[config.mk]
export PLATFORM = sky130hd
export DESIGN_NAME = agc_core
export DESIGN_NICKNAME = d
export VERILOG_FILES = /design/src/rtl/agc_pkg.sv /design/src/rtl/agc_level.sv /design/src/rtl/agc_gate.sv /design/src/rtl/agc_stepper.sv /design/src/rtl/agc_core.sv
export SDC_FILE = /design/constraint.sdc
export NUM_CORES = 1
export LEC_CHECK = 0
export ABC_AREA = 0
export CORE_MARGIN = 2
export CORE_UTILIZATION = 54
export DETAILED_ROUTE_END_ITERATION = 7
export PLACE_DENSITY = 0.84
export SLEW_MARGIN = 5
export SYNTH_ARGS = -nofsm -noshare
export SYNTH_HDL_FRONTEND = slang
export SYNTH_SLANG_ARGS = --single-unit
[constraint.sdc]
create_clock -name clk -period 5.5 [get_ports clk]
set_clock_uncertainty 0.05 [all_clocks]
set_input_delay 0.825 -clock clk [delete_from_list [all_inputs] [get_ports clk]]
set_output_delay 0.825 -clock clk [all_outputs]
set_load 0.005 [all_outputs]
[src/rtl/agc_pkg.sv]
package agc_pkg;

  typedef enum logic [1:0] {DIR_HOLD = 2'd0, DIR_UP = 2'd1, DIR_DOWN = 2'd2} dir_e;

  // Target as a Q16 fraction of full scale
  function automatic logic [15:0] target_frac(input logic [2:0] sel);
    case (sel)
      3'd0: return 16'd34793;  // -5.5 dB
      3'd1: return 16'd26090;  // -8 dB
      3'd2: return 16'd19563;  // -10.5 dB
      3'd3: return 16'd14672;  // -13 dB
      3'd4: return 16'd11003;  // -15.5 dB
      3'd5: return 16'd8250;   // -18 dB
      3'd6: return 16'd5840;   // -21 dB
      default: return 16'd4135; // -24 dB
    endcase
  endfunction

  // Gate threshold as a Q24 fraction of full scale
  function automatic logic [15:0] gate_frac(input logic [1:0] sel);
    case (sel)
      2'd0: return 16'd16777;  // -60 dB
      2'd1: return 16'd5305;   // -70 dB
      2'd2: return 16'd1678;   // -80 dB
      default: return 16'd531; // -90 dB
    endcase
  endfunction

  // Release point, 3 dB above the threshold, Q24
  function automatic logic [15:0] release_frac(input logic [1:0] sel);
    case (sel)
      2'd0: return 16'd23730;
      2'd1: return 16'd7502;
      2'd2: return 16'd2373;
      default: return 16'd750;
    endcase
  endfunction

  // Lowest ceiling allowed for each threshold
  function automatic logic [6:0] ceil_floor(input logic [1:0] sel);
    case (sel)
      2'd0: return 7'd0;
      2'd1: return 7'd23;
      2'd2: return 7'd43;
      default: return 7'd63;
    endcase
  endfunction

endpackage

[src/rtl/agc_level.sv]
module agc_level #(
  parameter int W  = 16,
  parameter int SH = 4
) (
  input  logic                clk,
  input  logic                rst_n,
  input  logic                fire,
  input  logic signed [W-1:0] sample,
  output logic [W-1:0]        level
);
  localparam int AW = W + SH;
  localparam logic [W-1:0] FULL = {1'b1, {(W-1){1'b0}}};

  logic [W-1:0]  mag;
  logic [AW-1:0] acc, acc_nx;

  always_comb begin
    mag    = sample[W-1] ? W'(-sample) : W'(sample);
    acc_nx = acc - (acc >> SH) + AW'(mag);
  end

  always_ff @(posedge clk) begin
    if (!rst_n)    acc <= '0;
    else if (fire) acc <= acc_nx;
  end

  assign level = acc[AW-1:SH];

  p_level_bounded_r2: assert property (@(posedge clk) disable iff (!rst_n)
    level <= FULL);

endmodule

[src/rtl/agc_gate.sv]
module agc_gate #(
  parameter int W   = 16,
  parameter int DEB = 4
) (
  input  logic         clk,
  input  logic         rst_n,
  input  logic         fire,
  input  logic [W-1:0] level,
  input  logic [W-1:0] thr,
  input  logic [W-1:0] rel,
  output logic         noise
);
  localparam int DW = $clog2(DEB + 1);

  logic [DW-1:0] deb;

  always_ff @(posedge clk) begin
    if (!rst_n) begin
      noise <= 1'b0;
      deb   <= '0;
    end else if (fire) begin
      if (!noise) begin
        if (level < thr) noise <= 1'b1;
        deb <= '0;
      end else if (level >= rel) begin
        if (deb == DW'(DEB - 1)) begin
          noise <= 1'b0;
          deb   <= '0;
        end else begin
          deb <= deb + 1'b1;
        end
      end else begin
        deb <= '0;
      end
    end
  end

  p_gate_entry_r7: assert property (@(posedge clk) disable iff (!rst_n)
    (fire && !noise && level < thr) |=> noise);

  p_gate_release_r8: assert property (@(posedge clk) disable iff (!rst_n)
    $fell(noise) |-> ($past(fire) && $past(level) >= $past(rel)));

  p_gate_idle_r1: assert property (@(posedge clk) disable iff (!rst_n)
    !fire |=> $stable(noise));

endmodule

[src/rtl/agc_stepper.sv]
module agc_stepper #(
  parameter int GW = 7,
  parameter int CW = 15
) (
  input  logic          clk,
  input  logic          rst_n,
  input  logic          fire,
  input  logic          noise,
  input  logic          loud,
  input  logic          quiet,
  input  logic [GW-1:0] ceil,
  input  logic [CW-1:0] attack_len,
  input  logic [CW-1:0] decay_len,
  output logic [GW-1:0] gain
);
  import agc_pkg::*;

  dir_e          dir, prev;
  logic [CW-1:0] cnt, cnt_nx, ivl;
  logic          step;

  always_comb begin
    if (noise)                                 dir = DIR_HOLD;
    else if ((loud && gain != '0) || gain > ceil) dir = DIR_DOWN;
    else if (quiet && gain < ceil)             dir = DIR_UP;
    else                                       dir = DIR_HOLD;
    ivl    = (dir == DIR_DOWN) ? attack_len : decay_len;
    cnt_nx = (dir == prev && dir != DIR_HOLD) ? cnt + 1'b1 : CW'(1);
    step   = (dir != DIR_HOLD) && (cnt_nx >= ivl);
  end

  always_ff @(posedge clk) begin
    if (!rst_n) begin
      gain <= '0;
      cnt  <= '0;
      prev <= DIR_HOLD;
    end else if (fire) begin
      prev <= dir;
      if (noise) begin
        if (gain != '0) gain <= gain - 1'b1;
        cnt <= '0;
      end else if (step) begin
        gain <= (dir == DIR_UP) ? gain + 1'b1 : gain - 1'b1;
        cnt  <= '0;
      end else begin
        cnt <= (dir == DIR_HOLD) ? '0 : cnt_nx;
      end
    end
  end

  p_gain_unit_r10: assert property (@(posedge clk) disable iff (!rst_n)
    (gain != $past(gain)) |->
      (gain == $past(gain) + 1'b1 || gain == $past(gain) - 1'b1));

  p_gain_idle_r1: assert property (@(posedge clk) disable iff (!rst_n)
    !fire |=> $stable(gain));

  p_noise_ramp_r7: assert property (@(posedge clk) disable iff (!rst_n)
    (fire && noise && gain != '0) |=> gain == $past(gain) - 1'b1);

  p_ceiling_r5: assert property (@(posedge clk) disable iff (!rst_n)
    (fire && gain >= ceil) |=> gain <= $past(gain));

endmodule

[src/rtl/agc_core.sv]
module agc_core #(
  parameter int W         = 16,
  parameter int AVG_SHIFT = 4,
  parameter int FS_KHZ    = 48,
  parameter int DEBOUNCE  = 4,
  parameter int GAIN_MAX  = 119,
  localparam int GW       = $clog2(GAIN_MAX + 1),
  localparam int CW       = $clog2(500 * FS_KHZ + 1)
) (
  input  logic                clk,
  input  logic                rst_n,
  input  logic                s_valid,
  output logic                s_ready,
  input  logic signed [W-1:0] s_data,
  input  logic [2:0]          cfg_target,
  input  logic [1:0]          cfg_attack,
  input  logic [2:0]          cfg_decay,
  input  logic [1:0]          cfg_noise,
  input  logic [GW-1:0]       cfg_max_gain,
  output logic [GW-1:0]       gain,
  output logic                noise_flag,
  output logic                sat_flag
);
  import agc_pkg::*;

  logic          fire, loud, quiet;
  logic [W-1:0]  level, target, thr, rel;
  logic [W+15:0] tgt_wide, thr_wide, rel_wide;
  logic [GW-1:0] cap, floor_c, ceil;
  logic [2:0]    dsel;
  logic [31:0]   att32, dec32;
  logic [CW-1:0] attack_len, decay_len;

  assign s_ready = 1'b1;
  assign fire    = s_valid;

  always_comb begin
    tgt_wide   = {{W{1'b0}}, target_frac(cfg_target)} << (W - 1);
    thr_wide   = {{W{1'b0}}, gate_frac(cfg_noise)} << (W - 1);
    rel_wide   = {{W{1'b0}}, release_frac(cfg_noise)} << (W - 1);
    target     = tgt_wide[W+15:16];
    thr        = W'(thr_wide >> 24);
    rel        = W'(rel_wide >> 24);
    cap        = (cfg_max_gain > GW'(GAIN_MAX)) ? GW'(GAIN_MAX) : cfg_max_gain;
    floor_c    = GW'(ceil_floor(cfg_noise));
    ceil       = (cap > floor_c) ? cap : floor_c;
    dsel       = (cfg_decay > 3'd4) ? 3'd4 : cfg_decay;
    att32      = (32'd8 + 32'd4 * 32'(cfg_attack)) * 32'(FS_KHZ);
    dec32      = (32'd100 + 32'd100 * 32'(dsel)) * 32'(FS_KHZ);
    attack_len = CW'(att32);
    decay_len  = CW'(dec32);
    loud       = level > target;
    quiet      = level < target;
    sat_flag   = !noise_flag && (gain >= ceil) && quiet;
  end

  agc_level #(.W(W), .SH(AVG_SHIFT)) u_level (
    .clk(clk), .rst_n(rst_n), .fire(fire), .sample(s_data), .level(level)
  );

  agc_gate #(.W(W), .DEB(DEBOUNCE)) u_gate (
    .clk(clk), .rst_n(rst_n), .fire(fire), .level(level),
    .thr(thr), .rel(rel), .noise(noise_flag)
  );

  agc_stepper #(.GW(GW), .CW(CW)) u_step (
    .clk(clk), .rst_n(rst_n), .fire(fire), .noise(noise_flag),
    .loud(loud), .quiet(quiet), .ceil(ceil),
    .attack_len(attack_len), .decay_len(decay_len), .gain(gain)
  );

  p_sat_open_r6: assert property (@(posedge clk) disable iff (!rst_n)
    sat_flag |-> (!noise_flag && gain != '0 || ceil == '0));

endmodule

* After elaboration in Yosys (flattened, before gate mapping)
Index checks and enable logic that the tools add are counted.
Word-level totals: register bits 48, output and inout bits 10, logic and storage cells 84
Cells by class: add/sub/neg operators 9, $mul 3, order comparisons 11, eq/ne operators 13, mux-type cells 27, reductions and logical operators 15
Operator list (count):
- $pmux 16 s7 | 1
- $pmux 15 s3 | 2
- $mux 15 | 5
- $mux 7 | 6
- $add 20x16->20 | 1
- $sub 20x16->20 | 1
- $pmux 6 s3 | 1
- $ge 16x6->1 | 1
- $gt 16x15->1 | 1
- $lt 16x15->1 | 1
- $lt 16x6->1 | 1
- $mux 16 | 1
- $neg 16->16 | 1
- $add 15x1->15 const B | 1
- $ge 15x15->1 | 1
- $gt 7x7->1 | 2
- $mux 3 | 4
- $add 7x10->11 const A | 1
- $mul 11x2->11 const B | 1
- $eq 3x2->1 const B | 3
- $eq 3x3->1 const B | 3
- $mul 5x3->8 const A | 1
- $add 7x1->7 const B | 1
- $ge 7x7->1 | 1
- other kinds (22) | 36

* Longest topological paths before layout
Gate-level depths: netlist of the first run.
depth after elaboration 16, mapped depth 29

* Modules after synthesis
Synthesis of the first run repeated with hierarchy kept, for this count alone.
Second synthesis, totals: cell total of the unflattened synthesis 904, area, all modules 7229.4 sq um
Modules (own cells, without submodules):
- agc_level | instances 1, cells each 328, area each 2676.3 sq um, seq. area each 400.4 sq um
- agc_stepper | instances 1, cells each 270, area each 2179.6 sq um, seq. area each 480.5 sq um
- agc_core | instances 1, cells each 177, area each 1356.3 sq um, seq. area each 0.0 sq um
- agc_gate | instances 1, cells each 129, area each 1017.2 sq um, seq. area each 80.1 sq um

* Worst setup path before layout of the first run
No wires, ideal clock.
path type input port to flip-flop, start in cfg_noise[1], end reg u_step.cnt[4], arrival time 5.843 ns, required time 5.376 ns, path slack -0.467 ns, stages 26, path buffers 1, cell sequence inv_1 ha_1 nor2_1 ha_1 a21o_1 a21oi_1 o21ai_0 a21oi_1 nand2_1 o21ai_0 ha_1 a21o_1 a221oi_1 nand2_1 nor4_2 nand2_1 o32a_1 buf_6 nor2_1 ha_1 a211o_1 o221ai_1 a21oi_1 nor4_1 or3b_1 a31oi_1
On the way: longest elaborated chain between the ends 16
RTL lines:
- start, declared | RTL line agc_core.sv:18 | input logic [1:0] cfg_noise,
- $eq 2x2->1 (tied with other cells) | RTL line agc_pkg.sv:41 | case (sel)
- $pmux 6 s3 (*) | RTL line agc_pkg.sv:41
- $gt 7x7->1 | RTL line agc_core.sv:46 | ceil = (cap > floor_c) ? cap : floor_c;
- $mux 7 (*) | RTL line agc_core.sv:46
- $lt 7x7->1 | RTL line agc_stepper.sv:25 | else if (quiet && gain < ceil) dir = DIR_UP;
- $logic_and 1x1->1 | RTL line agc_stepper.sv:25
- $mux 1 | RTL line agc_stepper.sv:25
- $mux 2 (*) | RTL line agc_stepper.sv:24 | else if ((loud && gain != '0) || gain > ceil) dir = DIR_DOWN;
- $mux 2 (*) | RTL line agc_stepper.sv:23 | if (noise) dir = DIR_HOLD;
- $eq 2x2->1 or $reduce_bool 2->1 (tied branches) | RTL line agc_stepper.sv:28, agc_stepper.sv:29
- $logic_and 1x1->1 | RTL line agc_stepper.sv:28 | cnt_nx = (dir == prev && dir != DIR_HOLD) ? cnt + 1'b1 : CW'(1);
- $mux 15 | RTL line agc_stepper.sv:28
- $ge 15x15->1 | RTL line agc_stepper.sv:29 | step = (dir != DIR_HOLD) && (cnt_nx >= ivl);
- $logic_and 1x1->1 | RTL line agc_stepper.sv:29
- $mux 15 (*) | RTL line agc_stepper.sv:42 | end else if (step) begin
- $mux 15 (*) | RTL line agc_stepper.sv:39 | if (noise) begin
- end signal, assigned | RTL line agc_stepper.sv:46 | cnt <= (dir == DIR_HOLD) ? '0 : cnt_nx;
- end, declared | RTL line agc_stepper.sv:19 | logic [CW-1:0] cnt, cnt_nx, ivl;
Mark *: on every way between the ends. The rest lies on a longest branch, timed or not. A chain may end at the register's enable or synchronous reset.

* Worst setup path in the final report of the first run
start in cfg_max_gain[2], end reg u_step.cnt[1]
On the way: longest elaborated chain between the ends 16
RTL lines:
- start, declared | RTL line agc_core.sv:19 | input logic [GW-1:0] cfg_max_gain,
- $gt 7x7->1 | RTL line agc_core.sv:44 | cap = (cfg_max_gain > GW'(GAIN_MAX)) ? GW'(GAIN_MAX) : cfg_max_gain;
- $mux 7 (*) | RTL line agc_core.sv:44
- $gt 7x7->1 | RTL line agc_core.sv:46
- $mux 7 (*) | RTL line agc_core.sv:46
- $lt 7x7->1 | RTL line agc_stepper.sv:25
- $logic_and 1x1->1 | RTL line agc_stepper.sv:25
- $mux 1 | RTL line agc_stepper.sv:25
- $mux 2 (*) | RTL line agc_stepper.sv:24
- $mux 2 (*) | RTL line agc_stepper.sv:23
- $eq 2x2->1 or $reduce_bool 2->1 (tied branches) | RTL line agc_stepper.sv:28, agc_stepper.sv:29
- $logic_and 1x1->1 | RTL line agc_stepper.sv:28
- $mux 15 | RTL line agc_stepper.sv:28
- $ge 15x15->1 | RTL line agc_stepper.sv:29
- $logic_and 1x1->1 | RTL line agc_stepper.sv:29
- $mux 15 (*) | RTL line agc_stepper.sv:42
- $mux 15 (*) | RTL line agc_stepper.sv:39
Marks and branches as above.

==> load_flow_metrics.sql, run 1 <==
INSERT INTO impl_metrics (metric_group, metric, value, unit) VALUES
('setup_path', 'timing.setup.critical_path_class', 'input port to flop', ''),
('grt', 'globalRoute.totalOverflow', '0', ''),
('synthesis', 'synth_nets', '805', ''),
('setup_path', 'cp_common_cell', 'a21oi_2', ''),
('synthesis', 'synth_top_area_share', '20.3', '%'),
('synthesis', 'synth_edf_count', '0', ''),
('sta', 'max_slew.worst_pin.slew', '1160', 'ps'),
('synthesis', 'yosys_register_bits', '48', ''),
('finish', 'multi_input_comb_area', '4640', 'um^2'),
('sta', 'final_critical_path_setup_slack', '-81.5', 'ps'),
('setup_path', 'crit_fanout', '9', ''),
('setup_path', 'critical_path.n_buffers_inverters', '3', ''),
('power', 'vdd_ir_drop_max', '0.242', 'mV'),
('floorplanning', 'die_x', '105', 'um'),
('placed_design', 'placedInstanceArea', '6360', 'um^2'),
('synthesis', 'netlist_area_before_placement', '5490', 'um^2'),
('sta', 'final_number_of_setup_violating_endpoints', '5', ''),
('sta', 'clock.fmax', '0.179', 'GHz'),
('sta', 'hold_viol_final', '0', ''),
('sta', 'slew_viol_final', '0', ''),
('drt', 'drt_pre_antenna_iters', '5', ''),
('setup_path', 'data_required_time_of_the_critical_path', '5690', 'ps'),
('clock_tree', 'worst_setup_hold_path_clk_slew', '100', 'ps'),
('drt', 'number_of_remaining_drc_errors', '0', ''),
('clock_tree', 'cts.hold.buffers_added', '0', ''),
('drt', 'routed-wl-met3', '720', 'um'),
('drt', 'detail_routed_net_length_per_standard_cell', '17.4', 'um'),
('status', 'failed_checks', 'negative setup slack', ''),
('synthesis', 'synth_cell_types', '68', ''),
('clock_tree', 'cts_sinks', '48', ''),
('floorplanning', 'rows', '36', ''),
('drt', 'wirelength_met1', '6390', 'um'),
('min_path', 'hold_path_class', 'flop to flop', ''),
('setup_path', 'crit_slowest_cell', 'clkdlybuf4s50_1', ''),
('synthesis', 'seq_area_frac_synth', '17.5', '%'),
('grt', 'grt_max_degree', '24', ''),
('sta', 'fin_crit_sh', '101', '%'),
('clock_tree', 'cts.path.max_buffers', '2', ''),
('flow_run', 'max-cap-violations', '0', ''),
('setup_path', 'cp.arrival', '5770', 'ps'),
('sta', 'slew_headroom', '22.7', '%'),
('floorplanning', 'floorplan.core_area', '9820', 'um^2'),
('finish', 'seqCellArea', '961', 'um^2'),
('drt', 'via_count', '5358', ''),
('finish', 'n_fill_cell', '705', ''),
('drt', 'drt_iter0_drc', '281', ''),
('placed_design', 'globalplace.congestion', '0.893', ''),
('clock_tree', 'tritoncts', 'done', ''),
('floorplanning', 'floorplan.die_area', '11000', 'um^2'),
('finish', 'postLayoutCellArea', '7010', 'um^2'),
('clock_tree', 'clock_insertion_delay_worst_skew', '310', 'ps'),
('floorplanning', 'effective_utilization_at_floorplan', '55.9', '%'),
('power', 'power.density', '387', 'nW/um^2'),
('status', 'run_status', 'finished, violations left', ''),
('synthesis', 'yosysWarnings', '0', ''),
('placed_design', 'number_of_i_o_port_buffers', '44', ''),
('setup_path', 'setup.worst_path.start_class', 'input port', ''),
('synthesis', 'synthTopCellsByArea', 'ha_1 (20%), dfxtp_1 (18%), fa_1 (6.2%)', ''),
('grt', 'wire_length_of_the_first_global_routing_pass', '24400', 'um'),
('clock_tree', 'htree_num_levels', '2', ''),
('sta', 'fin_crit', '5580', 'ps'),
('sta', 'grt_setup_unrepaired', 'yes', ''),
('setup_path', 'slowest_delay', '410', 'ps'),
('drt', 'via_density_per_instance', '6.05', ''),
('drt', 'drt_wl_total', '15400', 'um'),
('synthesis', 'synthesis.area_per_instance', '8.28', 'um^2'),
('finish', 'finish.utilization', '71.3', '%'),
('drt', 'route.met2.wl', '7930', 'um'),
('placed_design', 'hpwlAfterDp', '10700', 'um'),
('power', 'power.leakage', '3.09', 'nW'),
('setup_path', 'end_kind', 'flop', '');
## layer usage
metal / vias to the layer above / global-route usage [%]
met1: 2589 / 31.9
met2: 184 / 47.9
met3: 38 / 2.99
met5: - / 0
li1: 2547 / -
met4: 0 / 8.38
## area by class of cell
class                           instances  share of cell area [%]
Clock buffer                            5                   0.982
Clock inverter                          3                    1.29
Inverter                               48                    2.61
Multi-Input combinational cell        548                    66.3
Sequential cell                        48                    13.7
Tap cell                              133                    2.38
Timing Repair Buffer                  101                    12.7
## cells in the final DEF (no fill, tap or decap), drive strengths merged, types with 5 or more instances in the layout
master and count:
and3 7, nor4 8, clkdlybuf4s50 36, a21oi 36
or3 8, dfxtp 48, o21ai 34, a22o 11
nand4 7, xor2 16, and2 5, a31oi 10
buf 63, or2 6, nand3 14, fa 17
clkbuf 5, a21o 15, nor2b 12, ha 89
nand2b 18, o211ai 5, o22ai 7, nor3 9
nand2 50, inv 47, xnor2 37, mux2i 17
nor2 56
## kinds of logic (layout without fill, tap and decap cells)
group / count (synthesis) / in the layout / share of synthesized area [%]
AOI/OAI and AO/OA: 156 / 157 / 19.3
xor gates and xnor gates: 53 / 53 / 8.46
adders and majority gates: 106 / 106 / 26.5
buffers and inverters: 68 / 157 / 4.88
DFF: 48 / 48 / 17.5
muxes: 18 / 18 / 3.31
other: 1 / 1 / 0.0683
and+or+nand+nor: 213 / 213 / 20.0
## synthesized netlist by cell type (all sizes together) (5+ instances only)
master / number
nand4: 7
clkbuf: 16
a21oi: 36
a21o: 15
nand2b: 18
xnor2: 37
nor4: 8
or3: 8
ha: 89
xor2: 16
a22o: 11
fa: 17
and3: 7
nand2: 50
o21ai: 33
and2: 5
nor3: 9
mux2i: 17
nor2b: 12
nor2: 56
nand3: 14
inv: 47
or2: 6
o211ai: 5
o22ai: 7
a31oi: 10
dfxtp: 48
## sequential cells by signal (all words and copies together) (netlist names)
register,count
u_gate.noise,1
u_step.gain,7
u_gate.deb,3
u_step.cnt,15
u_level.acc,20
u_step.prev,2
## path summary, 6_finish.rpt
path	endpoint	cells past startpoint	slack (ps)	start
worst max-delay path	u_step.cnt[1]	26	-80	cfg_max_gain[2]
worst min register to register	u_gate.deb[2]	1	470	u_gate.deb[2]
worst min-delay path	u_gate.deb[2]	1	470	u_gate.deb[2]
worst max register to register	u_step.gain[5]	17	1210	u_level.acc[5]
## power by group
| part | switching (mW) | internal, mW | total, mW |
|---|---|---|---|
| clock network | 0.129 | 0.227 | 0.357 |
| logic | 1.00 | 0.857 | 1.86 |
| registers | 0.0921 | 0.405 | 0.498 |
## stage by stage
stage                     hold WS [ps]  setup TNS, ps  cells  worst slack (ps)
after detailed placement           419         -21540    862             -1150
after CTS                          460              0    877              27.2
after floorplan                    396          -1.89    663             -1.89
final                              469           -224    886             -81.5
after global placement             401         -15220    862              -802
after global routing               488          -4650    886              -321
## repair_timing
item                       in CTS  in global routing
setup endpoints to repair      22                 22
buffers inserted                7                  9
hold endpoints to repair        0                  0
cloned                          1                  0
pin swaps                      22                 35
resized for setup              49                 54
Power figures use the tool's default switching activity.
==> inputs of run 2 (changes only) <==
==> constraint.sdc (replaced) <==
create_clock -name clk -period 5.5 [get_ports clk]
set_clock_uncertainty 0.05 [all_clocks]
set_input_delay 1.375 -clock clk [delete_from_list [all_inputs] [get_ports clk]]
set_output_delay 1.375 -clock clk [all_outputs]
set_load 0.005 [all_outputs]
==> run 2 against run 1 <==
  * The run still ends with negative setup slack left
  * Largest power group unchanged
  * Wire length is 8.2% lower
  * Clock power is 35% lower
  * Die area stayed put
  * Critical path depth is 5 higher
  * Worst hold slack worse by 30 ps
  * Core utilization is 0.37 points lower
  * Largest cell class unchanged
  * Non-clock buffer count is 17 higher
  * First-iteration DRC count is 8.9% lower
  * Sequential power hardly changed
  * Cell count is 1.8% higher
  * Maximum frequency is 9.5% lower
  * Combinational power is 4% higher
==> load_flow_metrics.sql, run 2 (synthesis gave the netlist of run 1 again) <==
INSERT INTO impl_metrics (metric_group, metric, value, unit) VALUES
('clock_tree', 'worst_setup_hold_path_clk_slew', '90', 'ps'),
('setup_path', 'critical_path.n_buffers_inverters', '5', ''),
('setup_path', 'cp.arrival', '6300', 'ps'),
('setup_path', 'reg2regPathDepth', '18', ''),
('placed_design', 'globalplace.congestion', '0.859', ''),
('clock_tree', 'numCtsBuffers', '5', ''),
('clock_tree', 'htree_num_levels', '2', ''),
('power', 'power.leakage', '3.09', 'nW'),
('finish', 'top_register', 'u_level.acc', ''),
('sta', 'grt_setup_unrepaired', 'yes', ''),
('setup_path', 'worst_setup_path_endpoint', 'u_step.gain[0]', ''),
('floorplanning', 'effective_utilization_at_floorplan', '55.9', '%'),
('drt', 'via_density_per_instance', '5.84', ''),
('grt', 'wire_length_of_the_first_global_routing_pass', '23900', 'um'),
('floorplanning', 'rows', '36', ''),
('finish', 'area.growth.synth_to_final', '27.0', '%'),
('finish', 'multi_input_comb_area', '4560', 'um^2'),
('finish', 'design.final.nets', '911', ''),
('finish', 'finish.utilization', '71.0', '%'),
('status', 'run_status', 'finished, violations left', ''),
('flow_run', 'max-cap-violations', '0', ''),
('finish', 'seqCellArea', '961', 'um^2'),
('finish', 'largest_register_ffs', '20', ''),
('clock_tree', 'clock_insertion_delay_worst_skew', '320', 'ps'),
('power', 'power.density', '382', 'nW/um^2'),
('clock_tree', 'cts_root_buf', 'clkbuf_8', ''),
('setup_path', 'cp_common_cell', 'a21oi_2', ''),
('sta', 'clock.fmax', '0.162', 'GHz'),
('clock_tree', 'tritoncts', 'done', ''),
('finish', 'top_regs', 'u_level.acc x20, u_step.cnt x15, u_step.gain x7', ''),
('floorplanning', 'floorplan.die_area', '11000', 'um^2'),
('drt', 'via_count', '5271', ''),
('floorplanning', 'floorplan.core_area', '9820', 'um^2'),
('finish', 'layout-drive-gt1-share', '19.1', '%'),
('floorplanning', 'chipHeight', '105', 'um'),
('sta', 'fin_setup_tns', '-12910', 'ps'),
('finish', 'mostFrequentLayoutCell', 'ha_1', ''),
('drt', 'drt_pre_antenna_iters', '5', ''),
('grt', 'via_count_of_the_first_global_routing_pass', '5429', ''),
('setup_path', 'regToRegEndpoint', 'u_step.gain[0]', ''),
('floorplanning', 'die_x', '105', 'um'),
('placed_design', 'number_of_i_o_port_buffers', '44', ''),
('grt', 'grt.total_usage', '26.0', '%'),
('sta', 'final_critical_path_setup_slack', '-667', 'ps'),
('min_path', 'hold_path_class', 'flop to flop', ''),
('finish', 'n_fill_cell', '745', ''),
('grt', 'grt_antenna_before_repair', '0', ''),
('sta', 'hold_viol_final', '0', ''),
('drt', 'detail_routed_net_length_per_standard_cell', '15.7', 'um'),
('drt', 'ant_nets', '0', ''),
('finish', 'most-common-layout-cells', 'ha_1 (80), buf_4 (69), nor2_1 (50)', ''),
('setup_path', 'setup.worst_path.start_class', 'input port', ''),
('sta', 'max_slew.worst_pin.slew', '1040', 'ps'),
('drt', 'number_of_remaining_drc_errors', '0', ''),
('sta', 'final_number_of_setup_violating_endpoints', '23', ''),
('setup_path', 'crit_fanout', '6', ''),
('setup_path', 'end_kind', 'flop', ''),
('clock_tree', 'cts.path.max_buffers', '2', ''),
('sta', 'final.hold.worst_slack', '439', 'ps'),
('setup_path', 'critical_path_cell_count', '31', ''),
('clock_tree', 'cts.hold.buffers_added', '0', ''),
('sta', 'slew_viol_final', '0', ''),
('floorplanning', 'number_of_placed_i_o_pins', '46', ''),
('status', 'failed_checks', 'negative setup slack', ''),
('power', 'vdd_ir_drop_max', '0.305', 'mV'),
('sta', 'fin_crit', '6170', 'ps'),
('drt', 'drt_wl_total', '14100', 'um'),
('sta', 'slew_headroom', '30.7', '%'),
('setup_path', 'crit_slowest_cell', 'ha_1', ''),
('setup_path', 'data_required_time_of_the_critical_path', '5630', 'ps'),
('grt', 'grt_max_degree', '24', ''),
('finish', 'antenna_cells', '0', ''),
('setup_path', 'worst-r2r-setup-slack', '1260', 'ps'),
('clock_tree', 'cts_sinks', '48', ''),
('setup_path', 'crit_start', 'cfg_max_gain[4]', ''),
('setup_path', 'timing.setup.critical_path_class', 'input port to flop', ''),
('placed_design', 'hpwlAfterDp', '10800', 'um'),
('setup_path', 'critical-path-top-delay-family', 'compound AO/OA/AOI/OAI gates', ''),
('setup_path', 'slowest_delay', '280', 'ps'),
('grt', 'globalRoute.totalOverflow', '0', ''),
('setup_path', 'rr_startpoint', 'u_level.acc[5]', ''),
('sta', 'fin_crit_sh', '112', '%'),
('drt', 'drt_iter0_drc', '256', '');
run 2: per-stage QoR:
step | setup slack, ps | area [um^2] | power [mW] | cells
2_1_floorplan | -311 | 5670 | 1.83 | 663
3_3_place_gp | -1350 | 6650 | 2.24 | 881
3_5_place_dp | -1540 | 6650 | 2.34 | 881
4_1_cts | -565 | 6910 | 2.61 | 897
5_1_grt | -995 | 6970 | 2.90 | 902
6_report | -667 | 6970 | 2.66 | 902
run 2: metal layers:
layer	share of wire, %	track usage (%)	up-vias
met5	0	0	-
met4	2.7	10.6	0
met3	5.0	4.12	36
met2	50	46.0	164
met1	42	31.3	2496
li1	-	-	2575
run 2: worst reg2reg max path: stages, from the launching register on:
cell	delay, ps
dfxtp_1	540
ha_1	310
nor2b_1	140
o211ai_1	250
a21oi_4	90
o41a_2	530
o21bai_4	140
buf_6	160
mux2_2	350
ha_1	280
o21ai_1	70
a21oi_2	170
o221ai_2	130
a21oi_2	230
nand2_2	100
o21ai_4	240
buf_12	150
xnor2_1	130
nor2_1	50
run 2: worst min path at each step:
| stage | depth (start not counted) | slack (ps) | end | from |
|---|---|---|---|---|
| final | 1 | 440 | u_gate.deb[1] | u_gate.deb[1] |
| after global routing | 1 | 460 | u_gate.deb[1] | u_gate.deb[1] |
| after CTS | 1 | 440 | u_gate.deb[1] | u_gate.deb[1] |
| after detailed placement | 1 | 420 | u_gate.deb[1] | u_gate.deb[1] |
| after global placement | 1 | 400 | u_gate.deb[1] | u_gate.deb[1] |
| after floorplan | 1 | 400 | u_gate.deb[1] | u_gate.deb[1] |
run 2: report_power, final:
part / total [mW] / internal [mW] / leakage (nW) / switching, mW
clock network: 0.231 / 0.101 / 0.0473 / 0.130
registers: 0.498 / 0.405 / 0.391 / 0.0926
logic: 1.93 / 0.927 / 2.65 / 1.01
total: 2.66 / 1.43 / 3.09 / 1.23
run 2: cell type report:
class / count / share of cell area [%]
Sequential cell: 48 / 13.8
Inverter: 48 / 2.62
Timing Repair Buffer: 118 / 14.5
Tap cell: 133 / 2.39
Clock inverter: 1 / 0.126
Clock buffer: 6 / 1.18
Multi-Input combinational cell: 548 / 65.4
run 2: timing repair:
action / CTS / global route
setup endpoints to repair: 23 / 24
gates resized for setup: 56 / 7
pin swaps: 31 / 5
cloned: 1 / 0
buffers inserted: 8 / 5
==> inputs of run 3 (changes only) <==
--- a/config.mk
+++ b/config.mk
@@ -6,9 +6,11 @@
 export NUM_CORES = 1
 export LEC_CHECK = 0
 export ABC_AREA = 0
+export ABC_CLOCK_PERIOD_IN_PS = 5500
 export CORE_MARGIN = 2
 export CORE_UTILIZATION = 54
 export DETAILED_ROUTE_END_ITERATION = 7
+export GPL_ROUTABILITY_DRIVEN = 1
 export PLACE_DENSITY = 0.84
 export SLEW_MARGIN = 5
 export SYNTH_ARGS = -nofsm -noshare
==> results of run 3 <==
The final DEF is identical to that of run 2; final timing and power are the same.
